## src/rtl/pwmt_pkg.sv

```systemverilog
package pwmt_pkg;

  typedef enum logic [1:0] {
    MODE_OFF    = 2'b00,
    MODE_DIRECT = 2'b01,
    MODE_LINKED = 2'b10,
    MODE_RSVD   = 2'b11
  } mode_e;

  typedef enum logic [1:0] {
    ACT_NONE   = 2'b00,
    ACT_TOGGLE = 2'b01,
    ACT_CLEAR  = 2'b10,
    ACT_SET    = 2'b11
  } act_e;

  typedef struct packed {
    logic  tov;
    act_e  act;
    mode_e mode;
  } chan_cfg_t;

  localparam int unsigned CFG_W   = 5;
  localparam int unsigned NUM_CH  = 2;

  localparam int unsigned A_CTRL  = 0;
  localparam int unsigned A_MOD   = 1;
  localparam int unsigned A_CFG0  = 2;
  localparam int unsigned A_CFG1  = 3;
  localparam int unsigned A_CMP0  = 4;
  localparam int unsigned A_CMP1  = 5;

  localparam int unsigned BIT_HALT = 0;
  localparam int unsigned BIT_CLR  = 1;
  localparam int unsigned DIV_LSB  = 2;

endpackage

```

## src/rtl/pwmt_regs.sv

```systemverilog
module pwmt_regs
  import pwmt_pkg::*;
#(
  parameter int unsigned CNT_W  = 16,
  parameter int unsigned DIV_W  = 2,
  parameter int unsigned ADDR_W = 3
) (
  input  logic                          clk,
  input  logic                          rst,
  input  logic                          wr_en,
  input  logic [ADDR_W-1:0]             wr_addr,
  input  logic [CNT_W-1:0]              wr_data,
  output logic                          halt_o,
  output logic [DIV_W-1:0]              div_o,
  output logic                          clr_o,
  output logic [CNT_W-1:0]              mod_o,
  output chan_cfg_t [NUM_CH-1:0]        cfg_o,
  output logic [NUM_CH-1:0][CNT_W-1:0]  cmp_o,
  output logic [NUM_CH-1:0]             wr_cmp_o,
  output logic                          link_start_o
);

  logic       hit_ctrl, hit_mod, hit_cfg0;
  chan_cfg_t  new_cfg;

  assign hit_ctrl = wr_en && (wr_addr == ADDR_W'(A_CTRL));
  assign hit_mod  = wr_en && (wr_addr == ADDR_W'(A_MOD));
  assign hit_cfg0 = wr_en && (wr_addr == ADDR_W'(A_CFG0));
  assign new_cfg  = chan_cfg_t'(wr_data[CFG_W-1:0]);

  assign clr_o        = hit_ctrl && wr_data[BIT_CLR];
  assign link_start_o = hit_cfg0 && (new_cfg.mode == MODE_LINKED) &&
                        (cfg_o[0].mode != MODE_LINKED);

  always_ff @(posedge clk) begin
    if (rst) begin
      halt_o <= 1'b0;
      div_o  <= '0;
      mod_o  <= '1;
    end else begin
      if (hit_ctrl) begin
        halt_o <= wr_data[BIT_HALT];
        div_o  <= wr_data[DIV_LSB +: DIV_W];
      end
      if (hit_mod) mod_o <= wr_data;
    end
  end

  for (genvar c = 0; c < NUM_CH; c++) begin : g_chan_regs
    logic hit_cfg, hit_cmp;
    assign hit_cfg     = wr_en && (wr_addr == ADDR_W'(A_CFG0 + c));
    assign hit_cmp     = wr_en && (wr_addr == ADDR_W'(A_CMP0 + c));
    assign wr_cmp_o[c] = hit_cmp;

    always_ff @(posedge clk) begin
      if (rst) begin
        cfg_o[c] <= '0;
        cmp_o[c] <= '0;
      end else begin
        if (hit_cfg) cfg_o[c] <= new_cfg;
        if (hit_cmp) cmp_o[c] <= wr_data;
      end
    end
  end

endmodule

```

## src/rtl/pwmt_count.sv

```systemverilog
module pwmt_count #(
  parameter int unsigned CNT_W = 16,
  parameter int unsigned DIV_W = 2
) (
  input  logic             clk,
  input  logic             rst,
  input  logic             halt,
  input  logic [DIV_W-1:0] div,
  input  logic             clr,
  input  logic [CNT_W-1:0] mod,
  output logic             tick_o,
  output logic             wrap_o,
  output logic [CNT_W-1:0] nxt_o,
  output logic             ovf_o
);

  localparam int unsigned PSC_W = (1 << DIV_W) - 1;

  logic [PSC_W-1:0] psc_q, mask;
  logic [CNT_W-1:0] cnt_q;
  logic             at_top;

  always_comb begin
    for (int i = 0; i < PSC_W; i++) mask[i] = (i < int'(div));
  end

  assign tick_o = !halt && (&(psc_q | ~mask));
  assign at_top = (cnt_q >= mod);
  assign nxt_o  = at_top ? '0 : cnt_q + 1'b1;
  assign wrap_o = tick_o && at_top;

  always_ff @(posedge clk) begin
    if (rst) begin
      psc_q <= '0;
      cnt_q <= '0;
      ovf_o <= 1'b0;
    end else begin
      ovf_o <= wrap_o && !clr;
      if (clr) begin
        psc_q <= '0;
        cnt_q <= '0;
      end else begin
        if (!halt) psc_q <= psc_q + 1'b1;
        if (tick_o) cnt_q <= nxt_o;
      end
    end
  end

  AST_OVF_AT_ZERO: assert property (@(posedge clk) disable iff (rst)
    ovf_o |-> (cnt_q == '0));
  AST_HALT_FREEZE: assert property (@(posedge clk) disable iff (rst)
    (halt && !clr) |=> $stable(cnt_q));
  AST_CLEAR_ZERO: assert property (@(posedge clk) disable iff (rst)
    clr |=> (cnt_q == '0 && psc_q == '0));

endmodule

```

## src/rtl/pwmt_bufsel.sv

```systemverilog
module pwmt_bufsel
  import pwmt_pkg::*;
#(
  parameter int unsigned CNT_W = 16
) (
  input  logic                          clk,
  input  logic                          rst,
  input  logic                          linked,
  input  logic                          link_start,
  input  logic [NUM_CH-1:0]             wr_cmp,
  input  logic                          wrap,
  input  logic [NUM_CH-1:0][CNT_W-1:0]  cmp,
  output logic [CNT_W-1:0]              sel_cmp_o
);

  logic last_q;
  logic act_q;

  always_ff @(posedge clk) begin
    if (rst) begin
      last_q <= 1'b0;
      act_q  <= 1'b0;
    end else if (link_start) begin
      last_q <= 1'b0;
      act_q  <= 1'b0;
    end else begin
      if (wr_cmp[1])      last_q <= 1'b1;
      else if (wr_cmp[0]) last_q <= 1'b0;
      if (wrap)           act_q  <= last_q;
    end
  end

  assign sel_cmp_o = (linked && act_q) ? cmp[1] : cmp[0];

  AST_SWAP_ONLY_AT_WRAP: assert property (@(posedge clk) disable iff (rst)
    (!wrap && !link_start) |=> $stable(act_q));
  AST_LINK_STARTS_CH0: assert property (@(posedge clk) disable iff (rst)
    link_start |=> (!act_q && !last_q));

endmodule

```

## src/rtl/pwmt_pin.sv

```systemverilog
module pwmt_pin
  import pwmt_pkg::*;
#(
  parameter int unsigned CNT_W = 16
) (
  input  logic             clk,
  input  logic             rst,
  input  logic             en,
  input  logic             tick,
  input  logic             wrap,
  input  logic [CNT_W-1:0] nxt,
  input  logic [CNT_W-1:0] cmp,
  input  chan_cfg_t        cfg,
  output logic             pin_o
);

  logic match;
  logic cmp_level;
  logic ovf_level;

  assign match = tick && (nxt == cmp);

  always_comb begin
    unique case (cfg.act)
      ACT_SET:   begin cmp_level = 1'b1;   ovf_level = 1'b0;   end
      ACT_CLEAR: begin cmp_level = 1'b0;   ovf_level = 1'b1;   end
      ACT_NONE:  begin cmp_level = pin_o;  ovf_level = ~pin_o; end
      default:   begin cmp_level = ~pin_o; ovf_level = ~pin_o; end
    endcase
  end

  always_ff @(posedge clk) begin
    if (rst || !en) begin
      pin_o <= 1'b0;
    end else if (match) begin
      pin_o <= cmp_level;
    end else if (wrap && cfg.tov) begin
      pin_o <= ovf_level;
    end
  end

  AST_IDLE_LOW: assert property (@(posedge clk) disable iff (rst)
    !en |=> !pin_o);
  AST_COMPARE_WINS: assert property (@(posedge clk) disable iff (rst)
    (en && match && cfg.act == ACT_CLEAR) |=> !pin_o);
  AST_TOV_LEVEL: assert property (@(posedge clk) disable iff (rst)
    (en && wrap && !match && cfg.tov && cfg.act == ACT_SET) |=> !pin_o);

endmodule

```

## src/rtl/pwm_pair_timer.sv

```systemverilog
module pwm_pair_timer
  import pwmt_pkg::*;
#(
  parameter int unsigned CNT_W  = 16,
  parameter int unsigned DIV_W  = 2,
  parameter int unsigned ADDR_W = 3
) (
  input  logic              clk,
  input  logic              rst,
  input  logic              wr_en,
  input  logic [ADDR_W-1:0] wr_addr,
  input  logic [CNT_W-1:0]  wr_data,
  output logic              pwm0_out,
  output logic              pwm1_out,
  output logic              pin1_free,
  output logic              ovf
);

  logic                         halt, clr, link_start;
  logic [DIV_W-1:0]             div;
  logic [CNT_W-1:0]             mod, nxt, sel_cmp;
  chan_cfg_t [NUM_CH-1:0]       cfg;
  logic [NUM_CH-1:0][CNT_W-1:0] cmp, cmp_use;
  logic [NUM_CH-1:0]            wr_cmp, ch_en, pins;
  logic                         tick, wrap, linked;

  pwmt_regs #(.CNT_W(CNT_W), .DIV_W(DIV_W), .ADDR_W(ADDR_W)) u_regs (
    .clk(clk), .rst(rst), .wr_en(wr_en), .wr_addr(wr_addr), .wr_data(wr_data),
    .halt_o(halt), .div_o(div), .clr_o(clr), .mod_o(mod), .cfg_o(cfg),
    .cmp_o(cmp), .wr_cmp_o(wr_cmp), .link_start_o(link_start)
  );

  pwmt_count #(.CNT_W(CNT_W), .DIV_W(DIV_W)) u_count (
    .clk(clk), .rst(rst), .halt(halt), .div(div), .clr(clr), .mod(mod),
    .tick_o(tick), .wrap_o(wrap), .nxt_o(nxt), .ovf_o(ovf)
  );

  assign linked = (cfg[0].mode == MODE_LINKED);

  pwmt_bufsel #(.CNT_W(CNT_W)) u_bufsel (
    .clk(clk), .rst(rst), .linked(linked), .link_start(link_start),
    .wr_cmp(wr_cmp), .wrap(wrap), .cmp(cmp), .sel_cmp_o(sel_cmp)
  );

  assign ch_en[0]   = (cfg[0].mode != MODE_OFF);
  assign ch_en[1]   = !linked && (cfg[1].mode != MODE_OFF);
  assign cmp_use[0] = sel_cmp;
  assign cmp_use[1] = cmp[1];

  for (genvar c = 0; c < NUM_CH; c++) begin : g_pin
    pwmt_pin #(.CNT_W(CNT_W)) u_pin (
      .clk(clk), .rst(rst), .en(ch_en[c]), .tick(tick), .wrap(wrap),
      .nxt(nxt), .cmp(cmp_use[c]), .cfg(cfg[c]), .pin_o(pins[c])
    );
  end

  assign pwm0_out  = pins[0];
  assign pwm1_out  = pins[1];
  assign pin1_free = linked;

  AST_PIN1_RELEASED: assert property (@(posedge clk) disable iff (rst)
    linked |=> !pwm1_out);

endmodule

```

## config.mk

```make
export PLATFORM = sky130hd
export DESIGN_NAME = pwm_pair_timer
export DESIGN_NICKNAME = d
export VERILOG_FILES = /design/src/rtl/pwmt_pkg.sv /design/src/rtl/pwmt_regs.sv /design/src/rtl/pwmt_count.sv /design/src/rtl/pwmt_bufsel.sv /design/src/rtl/pwmt_pin.sv /design/src/rtl/pwm_pair_timer.sv
export SDC_FILE = /design/constraint.sdc
export NUM_CORES = 1
export LEC_CHECK = 0
export ABC_AREA = 1
export ABC_CLOCK_PERIOD_IN_PS = 2200
export BUFFER_PORTS_ARGS = -buffer_cell sky130_fd_sc_hd__buf_2
export CORE_ASPECT_RATIO = 0.5
export CORE_MARGIN = 1
export CORE_UTILIZATION = 35
export DETAILED_ROUTE_END_ITERATION = 10
export PLACE_DENSITY = 0.58
export SLEW_MARGIN = 20
export SYNTH_ARGS = -nofsm -noshare
export SYNTH_HDL_FRONTEND = slang
export SYNTH_HIERARCHICAL = 1
export SYNTH_SLANG_ARGS = --single-unit
```

## constraint.sdc

```tcl
create_clock -name clk -period 2.2 [get_ports clk]
set_input_delay 0.33 -clock clk [delete_from_list [all_inputs] [get_ports clk]]
set_output_delay 0.33 -clock clk [all_outputs]
set_load 0.1 [all_outputs]
```

# Word-level counts from Yosys, hierarchy flattened
# Cells that the tools add are included.
# classes
addsub	2
magnitude_cmp	4
eq_ne	16
mux	12
bitwise	4
n_reduce_logical	38
# ops
op	n
$eq A16 B16 Y1	2
$mux W16	2
$logic_and A1 B1 Y1	18
$add A16 B1 Y16 const B	1
$ge A16 B16 Y1	1
$eq A2 B2 Y1 const B	6
$reduce_bool A2 Y1	5
$eq A3 B2 Y1 const B	2
$eq A3 B3 Y1 const B	2
$mux W1	6
$ne A2 B2 Y1 const B	3
$pmux W1 S3	2
$logic_not A1 Y1	5
$logic_not A2 Y1	2
$lt A1 B2 Y1 const A	2
$pmux W1 S2	2
$reduce_and A2 Y1	2
$reduce_or A2 Y1	2
$add A3 B1 Y3 const B	1
$eq A3 B1 Y1 const B	1
$logic_not A3 Y1	1
$not A3 Y3	1
$or A3 B3 Y3	1
$reduce_and A3 Y1	1
other kinds (3)	5
# word_totals
regBits	85
inputBits	22
output_inout_bits	4
word_cells	94

# Depth between registers and ports, before layout
# Gate-level depths: netlist of the first run.
# depth
word_depth	9
mapped_depth	24
mapped_depth_nobuf	23

# Cells and area by module
# Netlist of the first run, hierarchy kept.
# by_module_without_submodules
mod	n_inst	cells_per_inst	area_per_inst_um2	seq_area_each_um2
pwmt_regs	1	331	2397.3	1221.2
pwmt_count	1	259	1840.5	400.4
pwmt_pin	2	164	710.7	20.0
pwmt_bufsel	1	67	374.1	40.0
pwm_pair_timer	1	5	23.8	0.0

# Worst setup path after synthesis of the first run
# No wires, ideal clock.
# synth_path
path_kind	flip-flop to flip-flop
startpoint	register u_regs/cfg_o[1] (netlist bit)
endpoint	register g_pin[0].u_pin.pin_o
setup_time_ns	0.113
arrival_ns	2.508
required_ns	2.087
slack_ns	-0.421
path_stages_with_launch	18
n_path_buf	2
period_less_slack_ns	2.621
path_cell_list	dfxtp_1 inv_1 nor2_2 buf_6 clkbuf_8 nand3_1 nand2_1 inv_1 nand2_1 nand2_1 nor2_2 nand2_1 nor2_2 nand3_2 nand2_1 nand2_1 nor2_1 nor2_1
# synth_between
elab_chain_cells	7
# synth_rtl
item	line	text
start, declared	pwmt_regs.sv:17	output chan_cfg_t [NUM_CH-1:0] cfg_o,
start signal, assigned by index	pwmt_regs.sv:60	if (hit_cfg) cfg_o[c] <= new_cfg;
$eq A2 B2 Y1 (*)	pwm_pair_timer.sv:38	assign linked = (cfg[0].mode == MODE_LINKED);
net pin1_free	pwm_pair_timer.sv:15	output logic pin1_free,
$logic_and A1 B1 Y1 (*)	pwmt_bufsel.sv:33	assign sel_cmp_o = (linked && act_q) ? cmp[1] : cmp[0];
$mux W16 (*)	pwmt_bufsel.sv:33	
net sel_cmp[6]	pwm_pair_timer.sv:21	logic [CNT_W-1:0] mod, nxt, sel_cmp;
$eq A16 B16 Y1 (*)	pwmt_pin.sv:21	assign match = tick && (nxt == cmp);
$logic_and A1 B1 Y1 (*)	pwmt_pin.sv:21	
$ne A2 B2 Y1 (no source line) or $reduce_bool A2 Y1 (tied branches)	--	
$reduce_and A2 Y1 (no source line)	--	
end signal, assigned	pwmt_pin.sv:36	pin_o <= cmp_level;
end signal, assigned	pwmt_pin.sv:38	pin_o <= ovf_level;
end, declared	pwmt_pin.sv:14	output logic pin_o
# The timed path passes the listed nets; every way through them passes the cells marked *.
# A chain may end at the register's enable or synchronous reset.

# Final worst setup path of the first run
# layout_path
startpoint	register u_regs.mod_o[13]
endpoint	register g_pin[0].u_pin.pin_o
# layout_between
elab_chain_cells	6
# layout_rtl
item	line	text
start, declared	pwmt_regs.sv:16	output logic [CNT_W-1:0] mod_o,
start signal, assigned	pwmt_regs.sv:45	if (hit_mod) mod_o <= wr_data;
$ge A16 B16 Y1 (*)	pwmt_count.sv:28	assign at_top = (cnt_q >= mod);
$mux W16 (*)	pwmt_count.sv:29	assign nxt_o = at_top ? '0 : cnt_q + 1'b1;
net nxt[11]	pwm_pair_timer.sv:21	
$eq A16 B16 Y1 (*)	pwmt_pin.sv:21	
$logic_and A1 B1 Y1 (*)	pwmt_pin.sv:21	
$ne A2 B2 Y1 (no source line) or $reduce_bool A2 Y1 (tied branches)	--	
$reduce_and A2 Y1 (no source line)	--	
# Marked as above.

==> impl_metrics.env, run 1 <==
export IMPL_synth_cells=990
export IMPL_drive_above_1_share_pct=24.81
export IMPL_failed_checks="negative setup slack"
export IMPL_irDropWorstVdd_uv=292.2
export IMPL_setup_slack_ps=-271.6
export IMPL_drt_iter0_markers=415
export IMPL_routed_via_count=6024
export IMPL_clock_sinks=85
export IMPL_multi_input_area_sq_mm=0.003789
export IMPL_status="finished with violations"
export IMPL_die_height_microns=95.02
export IMPL_final_area_sq_mm=0.007342
export IMPL_postRouteAntennaNets=0
export IMPL_crit_path_end="g_pin[0].u_pin/pin_o"
export IMPL_track_usage_pct=20.65
export IMPL_grt_pass1_wl_microns=28590
export IMPL_grt_met3_usage_pct=3.239
export IMPL_die_area_sq_mm=0.01787
export IMPL_maxClockFrequency_mhz=404.6
export IMPL_rsz0062_at_grt="yes"
export IMPL_hold_viol_final=0
export IMPL_power_mw=4.512
export IMPL_clkSlewWorstSetupHoldPaths_ps=70
export IMPL_yosys_register_bits=85
export IMPL_placement_cell_area_sq_mm=0.006845
export IMPL_synth_seq_area_share_pct=28.09
export IMPL_dp_slack_ps=-432.8
export IMPL_stdcell_count=1299
export IMPL_core_area_sq_mm=0.01664
export IMPL_reg2reg_from="u_regs/mod_o[13]"
export IMPL_fin_crit_sh_pct=112.3
export IMPL_worst_r2r_path_depth=19
export IMPL_tightestPinTransition_ps=488.1
export IMPL_antennaDiodeCount=0
export IMPL_io_pins=26
export IMPL_cts_root_buf="clkbuf_16"
export IMPL_cts_inserted_buffers=9
export IMPL_whs_ps=234.5
export IMPL_worstSetupPathType="reg2reg"
export IMPL_min_path_type="in2reg"
export IMPL_leakage_nw=3.808
export IMPL_clk_path_buf_depth=2
export IMPL_syn_nets=1030
export IMPL_fill_cells=1761
export IMPL_areaGrowthSynthToFinish_pct=21.21
export IMPL_startpoint_type="register"
export IMPL_timing_final_max_slew_violations=0
export IMPL_grt_pass1_vias=5689
export IMPL_dp_cells=1279
export IMPL_hpwlAfterDp_microns=13380
export IMPL_syn_cell_area_sq_mm=0.006057
export IMPL_top_usage_layer="met2"
export IMPL_finalSetupTns_ps=-527.0
export IMPL_power_density_mw_per_mm2=614.6
export IMPL_yosys_warnings=6
export IMPL_final_core_util_pct=44.12
export IMPL_setup_violations=2
export IMPL_clkLatencyLatePin_ps=350
export IMPL_wl_per_cell_microns=13.33
export IMPL_drt_total_wl_microns=17320
export IMPL_dieWidth_microns=188.0
export IMPL_crit_required_ps=2440
export IMPL_drc_errors=0
export IMPL_cp_startpoint="u_regs/mod_o[13]"
export IMPL_min_period_ps=2472
export IMPL_seqCellArea_sq_mm=0.001713
export IMPL_viasPerCell=4.637
export IMPL_final_common_cell="nand2_1"
export IMPL_layout_common_cells="nand2_1 (306), nor2_1 (154), inv_1 (130), dfxtp_1 (76), buf_4 (62)"
export IMPL_overflow=0
export IMPL_cp_max_fo=17
export IMPL_avgSynthCellArea_sq_um=6.118
export IMPL_fp_row_count=33
export IMPL_grt_max_degree=61
export IMPL_antenna_found_initial=0
export IMPL_portBuffers=25
export IMPL_ys_types=42
export IMPL_cts_tree="built"
export IMPL_reg2reg_slack_ps=-270
export IMPL_slew_headroom_pct=67.68
export IMPL_met2_usage_pct=35.46
export IMPL_finClkSkew_ps=10.10
export IMPL_cts_max_level=3
export IMPL_r2r_end="g_pin[0].u_pin/pin_o"
export IMPL_start_util_pct=36.40
export IMPL_use_met1_pct=26.81
export IMPL_nets=1107
export IMPL_first_pass_iters=5
export IMPL_arrival_ps=2720
export IMPL_critPathCaptureType="register"
export IMPL_gp_congestion=0.9554
export IMPL_max_cap_viol_count=0
worst min-delay path by stage:
stage,start,end,slack (ps),cells past startpoint
after floorplan,rst,u_regs/cfg_o[1],400,1
after global placement,u_regs/mod_o[3],u_regs/mod_o[3],440,2
after detailed placement,u_regs/mod_o[13],u_regs/mod_o[13],440,2
after CTS,rst,u_regs/cfg_o[1],230,2
after global routing,rst,u_regs/cfg_o[1],240,2
final,rst,u_regs/cfg_o[1],230,2
state kept, by name, summed over array words and instances, names as in the netlist:
signal / flops
u_regs/cfg_o: 10
u_regs/mod_o: 16
u_bufsel/act_q: 1
u_count/cnt_q: 16
u_bufsel/last_q: 1
u_regs/div_o: 2
g_pin.u_pin/pin_o: 2
u_regs/halt_o: 1
u_count/ovf_o: 1
u_regs/cmp_o: 32
u_count/psc_q: 3
where the power goes:
group          internal, mW  switching, mW  total (mW)  leakage, nW
Clock                 0.900          0.717        1.62        0.152
Combinational         0.479          0.736        1.22         2.96
Sequential             1.62         0.0631        1.68        0.694
Total                  3.00           1.52        4.51         3.81
cells by family after synthesis:
| family | count (synthesis) | share of synthesized area, % |
|---|---|---|
| xor+xnor | 12 | 1.735 |
| fa+ha+maj | 18 | 3.718 |
| simple gates | 617 | 44.87 |
| buf+inv | 184 | 13.84 |
| mux | 2 | 0.3305 |
| flops | 85 | 28.09 |
| compound gates | 72 | 7.416 |
cell usage after synthesis:
cell type  count  area [sq um]
nand2_1      326          1224
nor2_1       160         600.6
inv_1        148         555.5
dfxtp_1       85          1702
nand3_1       50         250.2
o21ai_0       33         165.2
ha_1          18         225.2
nand2_2       18         112.6
nor2_2        18         112.6
a21oi_2       17         148.9
nand3_2       16         160.2
nand4_1       13         81.33
a21oi_1       11         55.05
buf_6          9         101.4
xor2_1         9         78.83
nor2_4         6         67.56
o21ai_1        6         30.03
clkbuf_1       5         18.77
inv_2          5         18.77
buf_4          3         22.52
clkinv_1       3         11.26
nand2_4        3         33.78
xnor2_1        3         26.28
buf_1          2         7.510
buf_2          2         10.01
buf_8          2         30.03
clkbuf_8       2         27.53
mux2i_1        2         20.02
nor3_1         2         10.01
a21oi_4        1         16.27
and3_1         1         6.260
buf_12         1         20.02
inv_4          1         6.260
inv_6          1         8.760
nand2_8        1         20.02
nor2_8         1         20.02
nor4_2         1         12.51
o211ai_1       1         7.510
o21a_1         1         7.510
o21bai_1       1         7.510
o21bai_2       1         11.26
or2_1          1         6.260
per-layer routing:
layer / part of all wire (%) / wire, microns
met5: 0 / 0
met4: 2.3 / 398
met3: 3.6 / 618
met2: 45 / 7877
met1: 49 / 8425
final cells by class:
class                      instances  share of cell area (%)
multi-input combinational        723                   51.60
tap                              227                   3.868
inverter                         158                   8.282
sequential                        85                   23.33
clock inverter                     7                   1.108
clock buffer                       9                   3.067
timing repair buffer              90                   8.742
worst max-delay path: stages (launching register included):
cell     delay, ps
dfxtp_1        340
inv_1           80
ha_4           250
a21oi_2        150
o21ai_2         80
a21oi_4        140
buf_12         200
nand3_2        130
inv_2          110
inv_1           40
nand2_1        110
nand2_1         60
nor2_1         130
nand2_2         90
nor2_4         100
nand3_2         80
nand2_1         80
nand2_1         50
nor2_1          90
nor2_1          50
what timing repair did:
action	in CTS	in global routing
gates cloned	2	0
gates resized for setup	34	15
endpoints found under the setup margin	3	3
setup buffers	2	0
hold buffers	0	0
pin swaps	12	5
Power figures use the tool's default switching activity.
==> run 2, diff against run 1 <==
==> constraint.sdc (replaced) <==
create_clock -name clk -period 2.2 [get_ports clk]
set_input_delay 0.22 -clock clk [delete_from_list [all_inputs] [get_ports clk]]
set_output_delay 0.22 -clock clk [all_outputs]
set_load 0.1 [all_outputs]
==> impl_metrics.env, run 2 (synthesis gave the netlist of run 1 again) <==
export IMPL_overflow=0
export IMPL_cts_tree="built"
export IMPL_power_density_mw_per_mm2=604.0
export IMPL_top_usage_layer="met2"
export IMPL_antenna_found_initial=0
export IMPL_final_common_cell="nand2_1"
export IMPL_core_area_sq_mm=0.01664
export IMPL_status="finished with violations"
export IMPL_max_stage_delay_ps=330
export IMPL_crit_path_cell_trace="inv_1 > ha_1 > nand2_2 > nor2_2 > a21oi_4 > buf_12 > buf_12 > nand3_4 > inv_4 > inv_1 > nand2_2 > nand2_1 > nor2_1 > nand2_1 > nor2_4 > nand3_2 > nand2_2 > nand2_1 > nor2_1 > nor2_1"
export IMPL_antennaDiodeCount=0
export IMPL_cts_max_level=3
export IMPL_dp_cells=1279
export IMPL_hold_depth=2
export IMPL_grt_max_degree=61
export IMPL_clkLatencyLatePin_ps=350
export IMPL_finalSetupTns_ps=-541.5
export IMPL_crit_required_ps=2450
export IMPL_slew_headroom_pct=59.81
export IMPL_min_path_type="in2reg"
export IMPL_leakage_nw=3.823
export IMPL_gp_congestion=0.9552
export IMPL_setup_violations=2
export IMPL_grt_pass1_wl_microns=28260
export IMPL_top_register="u_regs/cmp_o"
export IMPL_viasPerCell=4.687
export IMPL_hold_viol_final=0
export IMPL_track_usage_pct=20.41
export IMPL_multi_input_area_sq_mm=0.003849
export IMPL_hpwlAfterDp_microns=13450
export IMPL_use_met1_pct=27.01
export IMPL_dieWidth_microns=188.0
export IMPL_seqCellArea_sq_mm=0.001723
export IMPL_worst_r2r_path_depth=20
export IMPL_rsz0062_at_grt="yes"
export IMPL_max_cap_viol_count=0
export IMPL_grt_met3_usage_pct=3.938
export IMPL_startpoint_type="register"
export IMPL_r2r_end="g_pin[1].u_pin/pin_o"
export IMPL_failed_checks="negative setup slack"
export IMPL_clkSlewWorstSetupHoldPaths_ps=70
export IMPL_first_pass_iters=5
export IMPL_drive_above_1_share_pct=26.74
export IMPL_cts_root_buf="clkbuf_16"
export IMPL_start_util_pct=36.40
export IMPL_min_period_ps=2479
export IMPL_die_height_microns=95.02
export IMPL_die_area_sq_mm=0.01787
export IMPL_maxClockFrequency_mhz=403.4
export IMPL_critPathCaptureType="register"
export IMPL_reg2reg_slack_ps=-280
export IMPL_timing_final_max_slew_violations=0
export IMPL_nets=1112
export IMPL_clk_path_buf_depth=2
export IMPL_layout_common_cells="nand2_1 (294), nor2_1 (156), inv_1 (130), dfxtp_1 (68), buf_4 (66)"
export IMPL_cp_buffers_inverters=5
export IMPL_irDropWorstVdd_uv=310.0
export IMPL_cp_max_fo=8
export IMPL_worstSetupPathType="reg2reg"
export IMPL_cts_inserted_buffers=9
export IMPL_setup_slack_ps=-279.2
export IMPL_reg2reg_from="u_regs/mod_o[14]"
export IMPL_critical_path_top_delay_family="simple AND/OR/NAND/NOR gates"
export IMPL_fin_crit_sh_pct=112.7
export IMPL_fill_cells=1731
export IMPL_cp_num_cells=20
export IMPL_clock_sinks=85
export IMPL_slowest_stage="dfxtp_2"
export IMPL_areaGrowthSynthToFinish_pct=23.24
export IMPL_largest_reg_flops=32
export IMPL_tightestPinTransition_ps=602.8
export IMPL_wl_per_cell_microns=13.54
export IMPL_ctsHoldBuffers=0
export IMPL_met2_usage_pct=34.50
export IMPL_routed_via_count=6112
export IMPL_drt_iter0_markers=549
export IMPL_whs_endpoint="u_regs/cfg_o[1]"
export IMPL_drt_total_wl_microns=17650
export IMPL_arrival_ps=2730
export IMPL_fp_row_count=33
export IMPL_stdcell_count=1304
export IMPL_reg_top3="u_regs/cmp_o: 32 flops, u_count/cnt_q: 16 flops, u_regs/mod_o: 16 flops"
export IMPL_drc_errors=0
export IMPL_io_pins=26
export IMPL_min_from="rst"
export IMPL_grt_pass1_vias=5578
export IMPL_portBuffers=25
export IMPL_postRouteAntennaNets=0
export IMPL_finClkSkew_ps=10.88
==> run 2: cell count changes in the layout (fill, tap and decap cells not counted), moves of 2 or more <==
cell        delta
nor2_1         +2
clkinvlp_4     +3
nand2_2       +12
dfxtp_1        -8
nand2_1       -12
clkinv_4       -2
inv_2          -2
buf_4          +4
nand3_4        +3
nand3_2        -4
inv_4          +2
dfxtp_2        +8
nor2_2         -2
==> run 2: power by group <==
| part | internal [mW] | switching (mW) |
|---|---|---|
| clock network | 0.893 | 0.697 |
| registers | 1.62 | 0.0650 |
| logic | 0.487 | 0.749 |
==> run 2: how the worst max path moves through the flow <==
stage / from / end / slack, ps
after global placement: u_regs/mod_o[15] / g_pin[1].u_pin/pin_o / -390
after detailed placement: u_regs/mod_o[7] / g_pin[0].u_pin/pin_o / -450
final: u_regs/mod_o[14] / g_pin[1].u_pin/pin_o / -280
after global routing: u_regs/mod_o[14] / g_pin[0].u_pin/pin_o / -490
after floorplan: u_regs/mod_o[10] / g_pin[1].u_pin/pin_o / -70
after CTS: u_regs/mod_o[10] / g_pin[0].u_pin/pin_o / -310
==> run 2: what timing repair did <==
item,CTS,global route
pin swaps,1,20
gates cloned,1,1
setup endpoints to repair,2,3
setup buffers,1,6
resized for setup,12,62
==> run 2: stage by stage <==
stage / worst slack [ps] / power, mW / hold WS, ps / cell area (sq um) / utilization (%)
floorplan: -74.51 / 2.500 / 289.1 / 6172 / -
global placement: -388.1 / 2.861 / 442.5 / 6833 / 41.06
detailed placement: -446.0 / 2.873 / 446.1 / 6833 / 41.06
CTS: -309.0 / 4.477 / 120.9 / 7194 / 43.24
global route: -491.2 / 4.767 / 148.8 / 7465 / 44.86
finish: -279.2 / 4.508 / 124.9 / 7465 / 44.86
==> run 2: final cells by class <==
type	count	area share, %
clock buffer	9	3.017
clock inverter	7	1.056
inverter	158	8.213
multi-input combinational	723	51.56
sequential	85	23.08
tap	227	3.805
timing repair buffer	95	9.269
==> run 2: metal layers <==
| layer | vias to the layer above | wire length, microns | part of all wire (%) |
|---|---|---|---|
| li1 | 3168 | - | - |
| met4 | 0 | 182 | 1.0 |
| met1 | 2814 | 8529 | 48 |
| met3 | 12 | 746 | 4.2 |
| met5 | - | 0 | 0 |
| met2 | 118 | 8194 | 46 |
==> run 3, diff against run 2 <==
--- a/config.mk
+++ b/config.mk
@@ -18,3 +18,4 @@
 export SYNTH_HDL_FRONTEND = slang
 export SYNTH_HIERARCHICAL = 1
 export SYNTH_SLANG_ARGS = --single-unit
+export TNS_END_PERCENT = 1
==> impl_metrics.env, run 3 (synthesis gave the netlist of run 1 again) <==
export IMPL_reg_top3="u_regs/cmp_o: 32 flops, u_count/cnt_q: 16 flops, u_regs/mod_o: 16 flops"
export IMPL_whs_ps=117.3
export IMPL_drt_total_wl_microns=17070
export IMPL_portBuffers=25
export IMPL_setup_violations=2
export IMPL_min_path_type="in2reg"
export IMPL_wl_per_cell_microns=13.10
export IMPL_drt_iter0_markers=372
export IMPL_routed_via_count=5968
export IMPL_fin_crit_sh_pct=113.1
export IMPL_cts_tree="built"
export IMPL_drive_above_1_share_pct=23.79
export IMPL_areaGrowthSynthToFinish_pct=21.48
export IMPL_leakage_nw=3.827
export IMPL_dp_cells=1283
export IMPL_status="finished with violations"
export IMPL_cp_max_fo=8
export IMPL_max_stage_delay_ps=330
export IMPL_hold_viol_final=0
export IMPL_irDropWorstVdd_uv=338.2
export IMPL_die_area_sq_mm=0.01787
export IMPL_antenna_found_initial=0
export IMPL_power_density_mw_per_mm2=622.3
export IMPL_rsz0062_at_grt="yes"
export IMPL_maxClockFrequency_mhz=401.8
export IMPL_overflow=0
export IMPL_layout_common_cells="nand2_1 (310), nor2_1 (157), inv_1 (130), dfxtp_1 (78), buf_4 (67)"
export IMPL_clk_path_buf_depth=2
export IMPL_critPathCaptureType="register"
export IMPL_timing_final_max_slew_violations=0
export IMPL_top_register="u_regs/cmp_o"
export IMPL_gp_congestion=0.9126
export IMPL_grt_max_degree=33
export IMPL_fp_row_count=33
export IMPL_clkLatencyLatePin_ps=350
export IMPL_setup_slack_ps=-288.7
export IMPL_track_usage_pct=19.86
export IMPL_clock_sinks=85
export IMPL_slew_headroom_pct=51.91
export IMPL_viasPerCell=4.580
export IMPL_min_period_ps=2489
export IMPL_worstSetupPathType="reg2reg"
export IMPL_cp_common_cell="nand2_1"
export IMPL_dieWidth_microns=188.0
export IMPL_io_pins=26
export IMPL_grt_pass1_vias=5474
export IMPL_tightestPinTransition_ps=716.9
export IMPL_placement_cell_area_sq_mm=0.006863
export IMPL_ctsHoldBuffers=0
export IMPL_clkSlewWorstSetupHoldPaths_ps=70
export IMPL_slowest_stage="dfxtp_2"
export IMPL_crit_path_cell_trace="inv_1 > ha_4 > nand2_2 > nor4_4 > buf_6 > nand2_8 > nand3_4 > inv_4 > nand2_1 > nand2_1 > nor2_2 > nand2_1 > nor2_2 > nand3_2 > nand2_1 > nand2_1 > nor2_1 > nor2_1"
export IMPL_drc_errors=0
export IMPL_final_common_cell="nand2_1"
export IMPL_antennaDiodeCount=0
export IMPL_postRouteAntennaNets=0
export IMPL_arrival_ps=2740
export IMPL_cts_max_level=3
export IMPL_final_area_sq_mm=0.007358
export IMPL_core_area_sq_mm=0.01664
export IMPL_cts_inserted_buffers=9
export IMPL_first_pass_iters=4
export IMPL_max_cap_viol_count=0
export IMPL_failed_checks="negative setup slack"
export IMPL_start_util_pct=36.40
export IMPL_cts_root_buf="clkbuf_16"
export IMPL_die_height_microns=95.02
export IMPL_crit_required_ps=2450
export IMPL_nets=1111
export IMPL_hpwlAfterDp_microns=13290
export IMPL_largest_reg_flops=32
export IMPL_startpoint_type="register"
export IMPL_finClkSkew_ps=8.500
export IMPL_dp_slack_ps=-440.9
export IMPL_grt_pass1_wl_microns=27480
export IMPL_stdcell_count=1303
[run 3: cell types whose count changed in the layout (fill, tap and decap cells not counted), sizes merged]
cell	delta
clkinv	+1
buf	-1
bufinv	+1
clkinvlp	-1
inv	-1
[run 3: per-layer routing]
| metal | vias up | global-route usage [%] | wire length (microns) |
|---|---|---|---|
| met1 | 2695 | 25.31 | 8197 |
| met4 | 0 | 5.081 | 175 |
| met5 | - | 0 | 0 |
| met2 | 95 | 35.18 | 8023 |
| met3 | 12 | 3.239 | 671 |
| li1 | 3166 | - | - |
[run 3: power by group]
part	internal, mW	switching (mW)
combinational	0.478	0.738
sequential	1.62	0.0636
clock	1.00	0.681
[run 3: final timing paths]
path,cells past startpoint,slack (ps),start,to
max,18,-290,u_regs/mod_o[15],g_pin[1].u_pin/pin_o
min,2,120,rst,u_regs/cfg_o[1]
max reg2reg,18,-290,u_regs/mod_o[15],g_pin[1].u_pin/pin_o
min reg2reg,2,450,u_regs/mod_o[3],u_regs/mod_o[3]
[run 3: cell type report]
cell class | instances | area [sq um]
tap | 227 | 284.0
clock buffer | 9 | 225.2
inverter | 158 | 618.1
sequential | 85 | 1710
multi-input combinational | 723 | 3764
timing repair buffer | 94 | 659.4
clock inverter | 7 | 97.59
fill | 1742 | 9281
[run 3: timing repair]
item / in CTS / in global routing
setup endpoints to repair: 2 / 3
buffers inserted: 2 / 0
gates cloned: 2 / 0
pin swaps: 6 / 10
gates resized for setup: 16 / 26
[run 3: worst max-delay path, delay by kind of cell, from the launching register on]
| kind | cells | cell delay [ps] |
|---|---|---|
| adders and majority gates | 1 | 270 |
| buffers and inverters | 3 | 300 |
| DFF | 1 | 330 |
| and+or+nand+nor | 14 | 1480 |
[run 3: metrics by stage]
stage	utilization, %	setup TNS, ps	power, mW
3_3_place_gp	41.24	-760.1	2.865
2_1_floorplan	-	-149.0	2.500
4_1_cts	43.74	-530.9	4.576
6_report	44.22	-573.1	4.579
5_1_grt	44.22	-1054	4.822
3_5_place_dp	41.24	-845.2	2.876
